==> src/rtl/oep_pkg.sv <==
package oep_pkg;
  typedef enum logic [1:0] {
    HS_NONE  = 2'd0,
    HS_ACK   = 2'd1,
    HS_NAK   = 2'd2,
    HS_STALL = 2'd3
  } hs_e;

  // Maximum packet size in bytes from a count of 8-byte units
  function automatic logic [10:0] unit_bytes(input logic [7:0] units);
    return {units, 3'b000};
  endfunction

  // Handshake choice for one arriving packet
  function automatic hs_e pick_hs(input logic iso, input logic stall, input logic full);
    if (iso)        return HS_NONE;
    else if (stall) return HS_STALL;
    else if (full)  return HS_NAK;
    else            return HS_ACK;
  endfunction
endpackage

==> src/rtl/oep_queue.sv <==
module oep_queue #(
  parameter int SLOTS = 2,
  parameter int LW    = 11
) (
  input  logic          clk,
  input  logic          rst_n,
  input  logic          two_slots,
  input  logic          push,
  input  logic [LW-1:0] push_len,
  input  logic          push_err,
  input  logic          pop,
  output logic          full,
  output logic          ready,
  output logic [LW-1:0] head_len,
  output logic          head_err
);
  localparam int PW = (SLOTS > 1) ? $clog2(SLOTS) : 1;
  localparam int OW = $clog2(SLOTS + 1);

  logic [LW-1:0] len_q [SLOTS];
  logic          err_q [SLOTS];
  logic [PW-1:0] head_q, tail_q;
  logic [OW-1:0] occ_q;
  logic [OW-1:0] cap;

  function automatic logic [PW-1:0] nxt(input logic [PW-1:0] i);
    return (i == PW'(SLOTS - 1)) ? '0 : i + 1'b1;
  endfunction

  assign cap      = two_slots ? OW'(SLOTS) : OW'(1);
  assign full     = (occ_q >= cap);
  assign ready    = (occ_q != '0);
  assign head_len = len_q[head_q];
  assign head_err = err_q[head_q];

  always_ff @(posedge clk or negedge rst_n) begin
    if (!rst_n) begin
      for (int s = 0; s < SLOTS; s++) begin
        len_q[s] <= '0;
        err_q[s] <= 1'b0;
      end
    end else if (push) begin
      len_q[tail_q] <= push_len;
      err_q[tail_q] <= push_err;
    end
  end

  always_ff @(posedge clk or negedge rst_n) begin
    if (!rst_n) begin
      head_q <= '0;
      tail_q <= '0;
      occ_q  <= '0;
    end else begin
      if (pop)  head_q <= nxt(head_q);
      if (push) tail_q <= nxt(tail_q);
      occ_q <= occ_q + OW'(push) - OW'(pop);
    end
  end


  no_overflow_chk: assert property (@(posedge clk) disable iff (!rst_n)
    push |-> !full) else $error("push into full queue");


  occ_bound_chk: assert property (@(posedge clk) disable iff (!rst_n)
    occ_q <= OW'(SLOTS)) else $error("occupancy beyond slot count");


  pop_empty_chk: assert property (@(posedge clk) disable iff (!rst_n)
    pop |-> ready) else $error("release of empty queue");
endmodule

==> src/rtl/oep_admit.sv <==
module oep_admit
  import oep_pkg::*;
(
  input  logic       rx_valid,
  input  logic       iso,
  input  logic       send_stall,
  input  logic       full,
  input  logic       tog_match,
  output hs_e        code,
  output logic       store,
  output logic       flip,
  output logic       ovr_evt,
  output logic       stall_evt
);
  assign code      = pick_hs(iso, send_stall, full);
  assign store     = rx_valid & (iso ? !full : (code == HS_ACK) & tog_match);
  assign flip      = store & !iso;
  assign ovr_evt   = rx_valid & iso & full;
  assign stall_evt = rx_valid & (code == HS_STALL);
endmodule

==> src/rtl/oep_ctrl.sv <==
module oep_ctrl
  import oep_pkg::*;
#(
  parameter int SLOTS = 2,
  parameter int LW    = 11
) (
  input  logic          clk,
  input  logic          rst_n,
  input  logic          cfg_iso,
  input  logic          cfg_dbl,
  input  logic          cfg_auto_clr,
  input  logic [7:0]    cfg_max_units,
  input  logic          cfg_send_stall,
  input  logic          cmd_clr_rdy,
  input  logic          cmd_flush,
  input  logic          cmd_clr_tog,
  input  logic          cmd_clr_stall,
  input  logic          cmd_clr_ovr,
  input  logic          rx_valid,
  input  logic [LW-1:0] rx_len,
  input  logic          rx_tog,
  input  logic          rx_err,
  input  logic          rd_en,
  output logic          hs_valid,
  output logic [1:0]    hs_code,
  output logic          pkt_rdy,
  output logic [LW-1:0] pkt_cnt,
  output logic          buf_full,
  output logic          iso_ovr,
  output logic          iso_data_err,
  output logic          stall_sent,
  output logic          tog_exp,
  output logic          irq
);
  hs_e           code;
  logic          store, flip, ovr_evt, stall_evt;
  logic          full, ready, head_err, auto_pop, pop;
  logic [LW-1:0] head_len, rd_cnt_q, max_len;
  logic          tog_q, ovr_q, stall_q, hs_valid_q;
  hs_e           hs_code_q;

  oep_admit u_admit (
    .rx_valid   (rx_valid),
    .iso        (cfg_iso),
    .send_stall (cfg_send_stall),
    .full       (full),
    .tog_match  (rx_tog == tog_q),
    .code       (code),
    .store      (store),
    .flip       (flip),
    .ovr_evt    (ovr_evt),
    .stall_evt  (stall_evt)
  );

  oep_queue #(.SLOTS(SLOTS), .LW(LW)) u_queue (
    .clk       (clk),
    .rst_n     (rst_n),
    .two_slots (cfg_dbl),
    .push      (store),
    .push_len  (rx_len),
    .push_err  (rx_err & cfg_iso),
    .pop       (pop),
    .full      (full),
    .ready     (ready),
    .head_len  (head_len),
    .head_err  (head_err)
  );

  assign max_len  = LW'(unit_bytes(cfg_max_units));
  assign auto_pop = cfg_auto_clr & rd_en & ready & (head_len == max_len)
                  & ((rd_cnt_q + 1'b1) == head_len);
  assign pop      = ready & (cmd_clr_rdy | cmd_flush | auto_pop);

  always_ff @(posedge clk or negedge rst_n) begin
    if (!rst_n) begin
      rd_cnt_q   <= '0;
      tog_q      <= 1'b0;
      ovr_q      <= 1'b0;
      stall_q    <= 1'b0;
      hs_valid_q <= 1'b0;
      hs_code_q  <= HS_NONE;
    end else begin
      if (pop)                rd_cnt_q <= '0;
      else if (rd_en & ready) rd_cnt_q <= rd_cnt_q + 1'b1;
      if (cmd_clr_tog) tog_q <= 1'b0;
      else if (flip)   tog_q <= ~tog_q;
      if (ovr_evt)          ovr_q <= 1'b1;
      else if (cmd_clr_ovr) ovr_q <= 1'b0;
      if (stall_evt)          stall_q <= 1'b1;
      else if (cmd_clr_stall) stall_q <= 1'b0;
      hs_valid_q <= rx_valid & !cfg_iso;
      hs_code_q  <= code;
    end
  end

  assign hs_valid     = hs_valid_q;
  assign hs_code      = hs_valid_q ? hs_code_q : HS_NONE;
  assign pkt_rdy      = ready;
  assign pkt_cnt      = ready ? head_len : '0;
  assign buf_full     = full;
  assign iso_ovr      = ovr_q;
  assign iso_data_err = ready & head_err;
  assign stall_sent   = stall_q;
  assign tog_exp      = tog_q;
  assign irq          = ready | stall_q;


  stored_ready_chk: assert property (@(posedge clk) disable iff (!rst_n)
    store |=> pkt_rdy) else $error("stored packet not ready");


  stall_flag_chk: assert property (@(posedge clk) disable iff (!rst_n)
    (hs_valid && hs_code == 2'd3) |-> stall_sent) else $error("STALL without flag");


  iso_quiet_chk: assert property (@(posedge clk) disable iff (!rst_n)
    (rx_valid && cfg_iso) |=> !hs_valid) else $error("handshake in iso mode");


  tog_clear_chk: assert property (@(posedge clk) disable iff (!rst_n)
    cmd_clr_tog |=> !tog_exp) else $error("toggle not cleared");


  tog_hold_chk: assert property (@(posedge clk) disable iff (!rst_n)
    (rx_valid && !cfg_iso && !store && !cmd_clr_tog) |=> $stable(tog_exp))
    else $error("toggle moved on unstored packet");
endmodule

==> config.mk <==
export PLATFORM = sky130hd
export DESIGN_NAME = oep_ctrl
export DESIGN_NICKNAME = d
export VERILOG_FILES = /design/src/rtl/oep_pkg.sv /design/src/rtl/oep_queue.sv /design/src/rtl/oep_admit.sv /design/src/rtl/oep_ctrl.sv
export SDC_FILE = /design/constraint.sdc
export NUM_CORES = 1
export LEC_CHECK = 0
export BUFFER_PORTS_ARGS = -buffer_cell sky130_fd_sc_hd__buf_4
export CAP_MARGIN = 20
export CORE_ASPECT_RATIO = 0.75
export CORE_MARGIN = 4
export CORE_UTILIZATION = 42
export CTS_BUF_LIST = sky130_fd_sc_hd__clkbuf_8
export CTS_CLUSTER_DIAMETER = 200
export DETAILED_ROUTE_END_ITERATION = 8
export MAX_ROUTING_LAYER = met4
export PLACE_DENSITY = 0.75
export REMOVE_ABC_BUFFERS = 1
export SLEW_MARGIN = 30
export SYNTH_ARGS = -nofsm -noshare
export SYNTH_HDL_FRONTEND = slang
export SYNTH_SLANG_ARGS = --single-unit
export TNS_END_PERCENT = 30
==> constraint.sdc <==
create_clock -name clk -period 3.42 [get_ports clk]
set_input_delay 0.684 -clock clk [delete_from_list [all_inputs] [get_ports clk]]
set_output_delay 0.684 -clock clk [all_outputs]
set_load 0.01 [all_outputs]
==> impl_metrics.tcl, run 1 <==
set metrics [dict create \
    path_cells "buf_12 > mux2i_1 > xnor2_1 > nor3_1 > a2111oi_0 > or4b_4 > o31ai_4 > ha_1 > inv_1 > ha_1 > xnor2_1 > xnor2_1" \
    antenna_found_initial 0 \
    vias 1904 \
    cts_repair_resize_count 0 \
    ir_drop_mv 0.327 \
    insertion_delay_ns 0.30 \
    endpoint_kind "flop" \
    critPathLaunchType "flop" \
    postCtsSetupBuffers 0 \
    max_slew.worst_pin.slew_ns 0.630 \
    dieArea_sq_um 7430 \
    syn_area_sq_um 2560 \
    port_buffers 54 \
    gp_congestion 0.867 \
    synthArstFlopShare_pct 100 \
    drive_above_1_share_pct 31.9 \
    hold_violations 0 \
    yosys_warnings 0 \
    fin_crit_sh_pct 89.6 \
    first_pass_iters 4 \
    worstPathMaxFanout 15 \
    hp-class "in2async" \
    numClockSinks 45 \
    status "complete, no violations" \
    antenna_cells 0 \
    critPathBufInv 2 \
    setup_tns_ns 0 \
    slowest_delay_ns 0.53 \
    clkTransAtPathRegs_ns 0.08 \
    setup_viol 0 \
    final_cell_mix "60 x buf_4, 45 x dfrtp_1, 31 x nor2_1" \
    dp_hpwl_um 4320 \
    grt-ovfl-total 0 \
    area_delta_synth_final_pct 23.1 \
    slowest_stage "or4b_4" \
    criticalPathCategory "reg2reg" \
    arrival_ns 3.29 \
    core_area_sq_um 5860 \
    clockRootBuffer "clkbuf_8" \
    fmax_mhz 326 \
    synth_ff_type "dfrtp_1" \
    final_common_cell "buf_4" \
    cp_data_required_time_ns 3.64 \
    viasPerCell 4.98 \
    drv_cap 0 \
    pre_cts_ws_ns 0.304 \
    slew_headroom_pct 57.7 \
    first_global_vias 1950 \
    cts-buffers-inserted 5 \
    critical_path.top_delay_family "simple AND/OR/NAND/NOR gates" \
    grt_pass1_wl_um 9380 \
    ys_ff_latch 45 \
    cts_tree "built" \
    drt.antenna.violating_nets 0 \
    clockBufferDepth 2 \
    io_pins 55 \
    routed_wl_um 5740 \
    synth-edff-count 0 \
    initial_core_util_pct 43.8 \
    rows 24 \
    grt_max_degree 46 \
    ys_seq_area_share_pct 43.9 \
    clock_skew_ns 0.00625 \
    layout_min_cycle_time_ns 3.07 \
    pwr_density_cell_nw_per_um2 835 \
    grt.total_usage_pct 16.6 \
    synth_cells 247 \
    drt_iter0_drc 123 \
    p_leak_uw 0.00144 \
    dp.cells 375 \
    fin_ws_ns 0.355 \
    die_h_um 75.7 \
    slew_violations 0 \
    die_width_um 98.2 \
    ys_types 38 \
    drc 0 \
    grt_setup_unrepaired "no" \
    cpMostUsedCell "xnor2_1" \
    wire_per_inst_um 15.0 \
    fin_nets 343 \
    ctsHoldBuffers 0 \
    fin_cells 382 \
    htreeDepth 2 \
    avgSynthCellArea_sq_um 10.4 \
]
[Yosys cell counts, drive strengths merged (2+ instances only)]
master	n	area, sq um
and4	2	17.5
nor2b	2	12.5
dfrtp	45	1130
o21ai	8	40.0
nand3	11	55.1
nand4	3	18.8
nor2	31	116
nor3	3	15.0
nand2	15	56.3
and2	4	25.0
xnor2	23	201
xor2	9	78.8
clkbuf	5	18.8
mux2	22	248
buf	6	47.5
nand2b	4	25.0
a21oi	10	50.1
ha	5	62.6
o21a	2	15.0
inv	10	37.5
nor4	3	18.8
mux2i	13	171
[worst reg2reg max path, cell delays in order (launching register included)]
cell and delay (ns):
dfrtp_1 0.38, buf_12 0.18, mux2i_1 0.40, xnor2_1 0.19, nor3_1 0.06, a2111oi_0 0.32, or4b_4 0.53, o31ai_4 0.21
ha_1 0.26, inv_1 0.05, ha_1 0.15, xnor2_1 0.13, xnor2_1 0.13
[flip-flops by register name, indices dropped and copies added (netlist names)]
register,flops
u_queue.occ_q,2
u_queue.err_q,2
tog_exp,1
u_queue.head_q,1
hs_code_q,2
iso_ovr,1
rd_cnt_q,11
u_queue.tail_q,1
hs_valid,1
stall_sent,1
u_queue.len_q,22
[per-layer routing]
metal	vias to the layer above	track usage, %	wire length [um]
met5	-	-	0
met4	0	5.76	64
met3	5	3.84	265
met2	45	25.6	2640
met1	905	21.9	2760
li1	949	-	-
[path summary, 6_finish.rpt]
path | slack, ns | endpoint | from | cells after the start
setup / recovery | 0.35 | u_queue.occ_q[1] | u_queue.head_q | 12
hold / removal | 0.38 | hs_code_q[0] | rst_n | 1
setup reg to reg | 0.35 | u_queue.occ_q[1] | u_queue.head_q | 12
hold reg to reg | 0.50 | u_queue.err_q[0] | u_queue.err_q[0] | 2
max in group asynchronous | 2.66 | rd_cnt_q[8] | rst_n | 1
min in group clk | 0.50 | u_queue.err_q[0] | u_queue.err_q[0] | 2
[cell type report]
cell class | count | area (sq um)
clock buffers | 6 | 82.6
clock inverters | 1 | 7.51
fillers | 540 | 2700
inverters | 10 | 37.5
multi-input cells | 181 | 1340
flip-flops and latches | 45 | 1130
well taps | 78 | 97.6
repair buffers | 61 | 470
[cells by family after synthesis]
kind of cell / count (synthesis) / share of synthesized area, %
mux: 35 / 16.3
flops: 45 / 43.9
fa+ha+maj: 5 / 2.44
compound gates: 28 / 7.27
buf+inv: 21 / 4.05
simple gates: 81 / 15.1
xor+xnor: 32 / 10.9
[where the power goes]
group | switching (uW) | internal [uW]
logic | 689 | 736
registers | 145 | 723
clock network | 181 | 160
total | 1020 | 1620
[through the flow]
step / util [%] / instance area, sq um / total power [uW] / hold WS (ns)
floorplan: - / 2500 / 1760 / 0.388
global placement: 52.4 / 3070 / 2280 / 0.472
detailed placement: 52.4 / 3070 / 2320 / 0.486
CTS: 53.9 / 3160 / 2660 / 0.392
global route: 53.9 / 3160 / 2820 / 0.412
finish: 53.9 / 3160 / 2630 / 0.375
No activity file was read; power rests on OpenSTA's default activity.
==> run 2, diff against run 1 <==
--- a/config.mk
+++ b/config.mk
@@ -8,12 +8,11 @@
 export BUFFER_PORTS_ARGS = -buffer_cell sky130_fd_sc_hd__buf_4
 export CAP_MARGIN = 20
 export CORE_ASPECT_RATIO = 0.75
-export CORE_MARGIN = 4
+export CORE_MARGIN = 2
 export CORE_UTILIZATION = 42
 export CTS_BUF_LIST = sky130_fd_sc_hd__clkbuf_8
 export CTS_CLUSTER_DIAMETER = 200
 export DETAILED_ROUTE_END_ITERATION = 8
-export MAX_ROUTING_LAYER = met4
 export PLACE_DENSITY = 0.75
 export REMOVE_ABC_BUFFERS = 1
 export SLEW_MARGIN = 30
==> run 2 against run 1 <==
Effect of this change:
- first-iteration DRC count fell by 35%
- critical path depth unchanged
- power rose by 0.52%
- core utilization increased by 0.085 points
- sequential power barely moved
- design area is 0.16% higher
- fmax fell by 1.4%
- critical endpoint unchanged
- highest routed layer unchanged
==> impl_metrics.tcl, run 2 (synthesized netlist as in run 1, its figures left out) <==
set metrics [dict create \
    status "complete, no violations" \
    grt_setup_unrepaired "no" \
    largest_reg_flops 22 \
    antenna_cells 0 \
    cpMostUsedCell "xnor2_1" \
    fin_nets 342 \
    cp_data_required_time_ns 3.65 \
    setup_viol 0 \
    antenna_found_initial 0 \
    gp_congestion 0.853 \
    seq_area_sq_um 1130 \
    vias 1943 \
    fin_crit_sh_pct 90.9 \
    rows 24 \
    grt.total_usage_pct 17.5 \
    wire_per_inst_um 14.1 \
    ir_drop_mv 0.319 \
    grt_max_degree 46 \
    grt-ovfl-total 0 \
    clock_skew_ns 0.00638 \
    setup_tns_ns 0 \
    io_pins 55 \
    reg_top3 "u_queue.len_q (22), rd_cnt_q (11)" \
    multiInputGateArea_sq_um 1340 \
    dp.cells 374 \
    pwr_density_cell_nw_per_um2 838 \
    die_h_um 71.7 \
    insertion_delay_ns 0.30 \
    fin_cells 382 \
    worstPathMaxFanout 10 \
    hold_violations 0 \
    hp-class "in2async" \
    fmax_mhz 322 \
    cts_repair_resize_count 0 \
    dieArea_sq_um 6750 \
    endpoint_kind "flop" \
    num-fill-cells 522 \
    viasPerCell 5.09 \
    drt.antenna.violating_nets 0 \
    arrival_ns 3.34 \
    critPathLaunchType "flop" \
    drc 0 \
    cts_tree "built" \
    drv_cap 0 \
    path_cells "buf_4 > mux2i_1 > xnor2_1 > xnor2_1 > a2111oi_0 > or4b_4 > o31ai_4 > ha_1 > inv_1 > ha_1 > xnor2_1 > xnor2_1" \
    regMostFlops "u_queue.len_q" \
    die_width_um 94.2 \
    slew_headroom_pct 56.8 \
    worst_hold_slack_ns 0.368 \
    critical_path.top_delay_family "XOR/XNOR gates" \
    layout_min_cycle_time_ns 3.11 \
    critPathBufInv 2 \
    port_buffers 54 \
    final_cell_mix "60 x buf_4, 45 x dfrtp_1, 31 x nor2_1" \
    first_global_vias 1872 \
    ctsHoldBuffers 0 \
    clkTransAtPathRegs_ns 0.09 \
    slowest_delay_ns 0.52 \
    cts-buffers-inserted 5 \
    final_common_cell "buf_4" \
    max_slew.worst_pin.slew_ns 0.644 \
    drive_above_1_share_pct 31.9 \
    clockBufferDepth 2 \
    initial_core_util_pct 43.8 \
    htreeDepth 2 \
    postCtsSetupBuffers 0 \
    routed_wl_um 5410 \
    first_pass_iters 4 \
    clockRootBuffer "clkbuf_8" \
    criticalPathCategory "reg2reg" \
    grt_pass1_wl_um 9070 \
    drt_iter0_drc 80 \
    p_leak_uw 0.00144 \
    slew_violations 0 \
    slowest_stage "or4b_4" \
    final_util_pct 54.0 \
    core_area_sq_um 5860 \
    dp_hpwl_um 4100 \
    area_delta_synth_final_pct 23.3 \
    numClockSinks 45 \
]
## run 2: changes by cell type in the layout (fill, tap and decap cells not counted), sizes merged
cell | before | now
clkinv | 0 | 1
bufinv | 0 | 1
clkbuf | 6 | 5
buf | 61 | 60
## run 2: cell type report
| cell class | instances | area share, % |
|---|---|---|
| Multi-Input combinational cell | 181 | 42.2 |
| Sequential cell | 45 | 35.6 |
| Timing Repair Buffer | 60 | 14.2 |
| Tap cell | 78 | 3.09 |
| Clock buffer | 5 | 2.18 |
| Clock inverter | 3 | 1.46 |
| Inverter | 10 | 1.19 |
## run 2: path summary, 6_finish.rpt
| check | start | to | slack [ns] | cells past startpoint |
|---|---|---|---|---|
| max | u_queue.head_q | u_queue.occ_q[1] | 0.31 | 12 |
| min | rst_n | stall_sent | 0.37 | 1 |
| max reg2reg | u_queue.head_q | u_queue.occ_q[1] | 0.31 | 12 |
| min reg2reg | u_queue.tail_q | u_queue.tail_q | 0.50 | 1 |
| max in group asynchronous | rst_n | u_queue.len_q[15] | 2.67 | 1 |
| min in group clk | u_queue.tail_q | u_queue.tail_q | 0.50 | 1 |
## run 2: per-layer routing
| metal | vias to the layer above | routed length, um | track usage (%) |
|---|---|---|---|
| li1 | 955 | - | - |
| met1 | 933 | 2580 | 23.8 |
| met2 | 46 | 2480 | 27.1 |
| met3 | 9 | 260 | 4.42 |
| met4 | 0 | 85 | 6.44 |
| met5 | - | 0 | 0 |
## run 2: per-stage QoR
stage / power, uW / setup slack [ns] / cell area, sq um
2_1_floorplan: 1760 / -0.0326 / 2500
3_3_place_gp: 2230 / 0.347 / 3050
3_5_place_dp: 2260 / 0.288 / 3050
4_1_cts: 2680 / 0.268 / 3160
5_1_grt: 2840 / 0.0614 / 3160
6_report: 2650 / 0.312 / 3160
## run 2: where the power goes
group / switching [uW] / leakage (uW) / internal (uW) / total [uW]
combinational: 665 / 0.000823 / 706 / 1370
clock: 188 / 0.0000543 / 219 / 407
sequential: 147 / 0.000566 / 723 / 870
total: 1000 / 0.00144 / 1650 / 2650
## run 2: worst reg2reg max path, stage by stage (launching register included)
cell	delay, ns
dfrtp_1	0.42
buf_4	0.24
mux2i_1	0.37
xnor2_1	0.14
xnor2_1	0.13
a2111oi_0	0.25
or4b_4	0.52
o31ai_4	0.21
ha_1	0.26
inv_1	0.06
ha_1	0.16
xnor2_1	0.14
xnor2_1	0.14
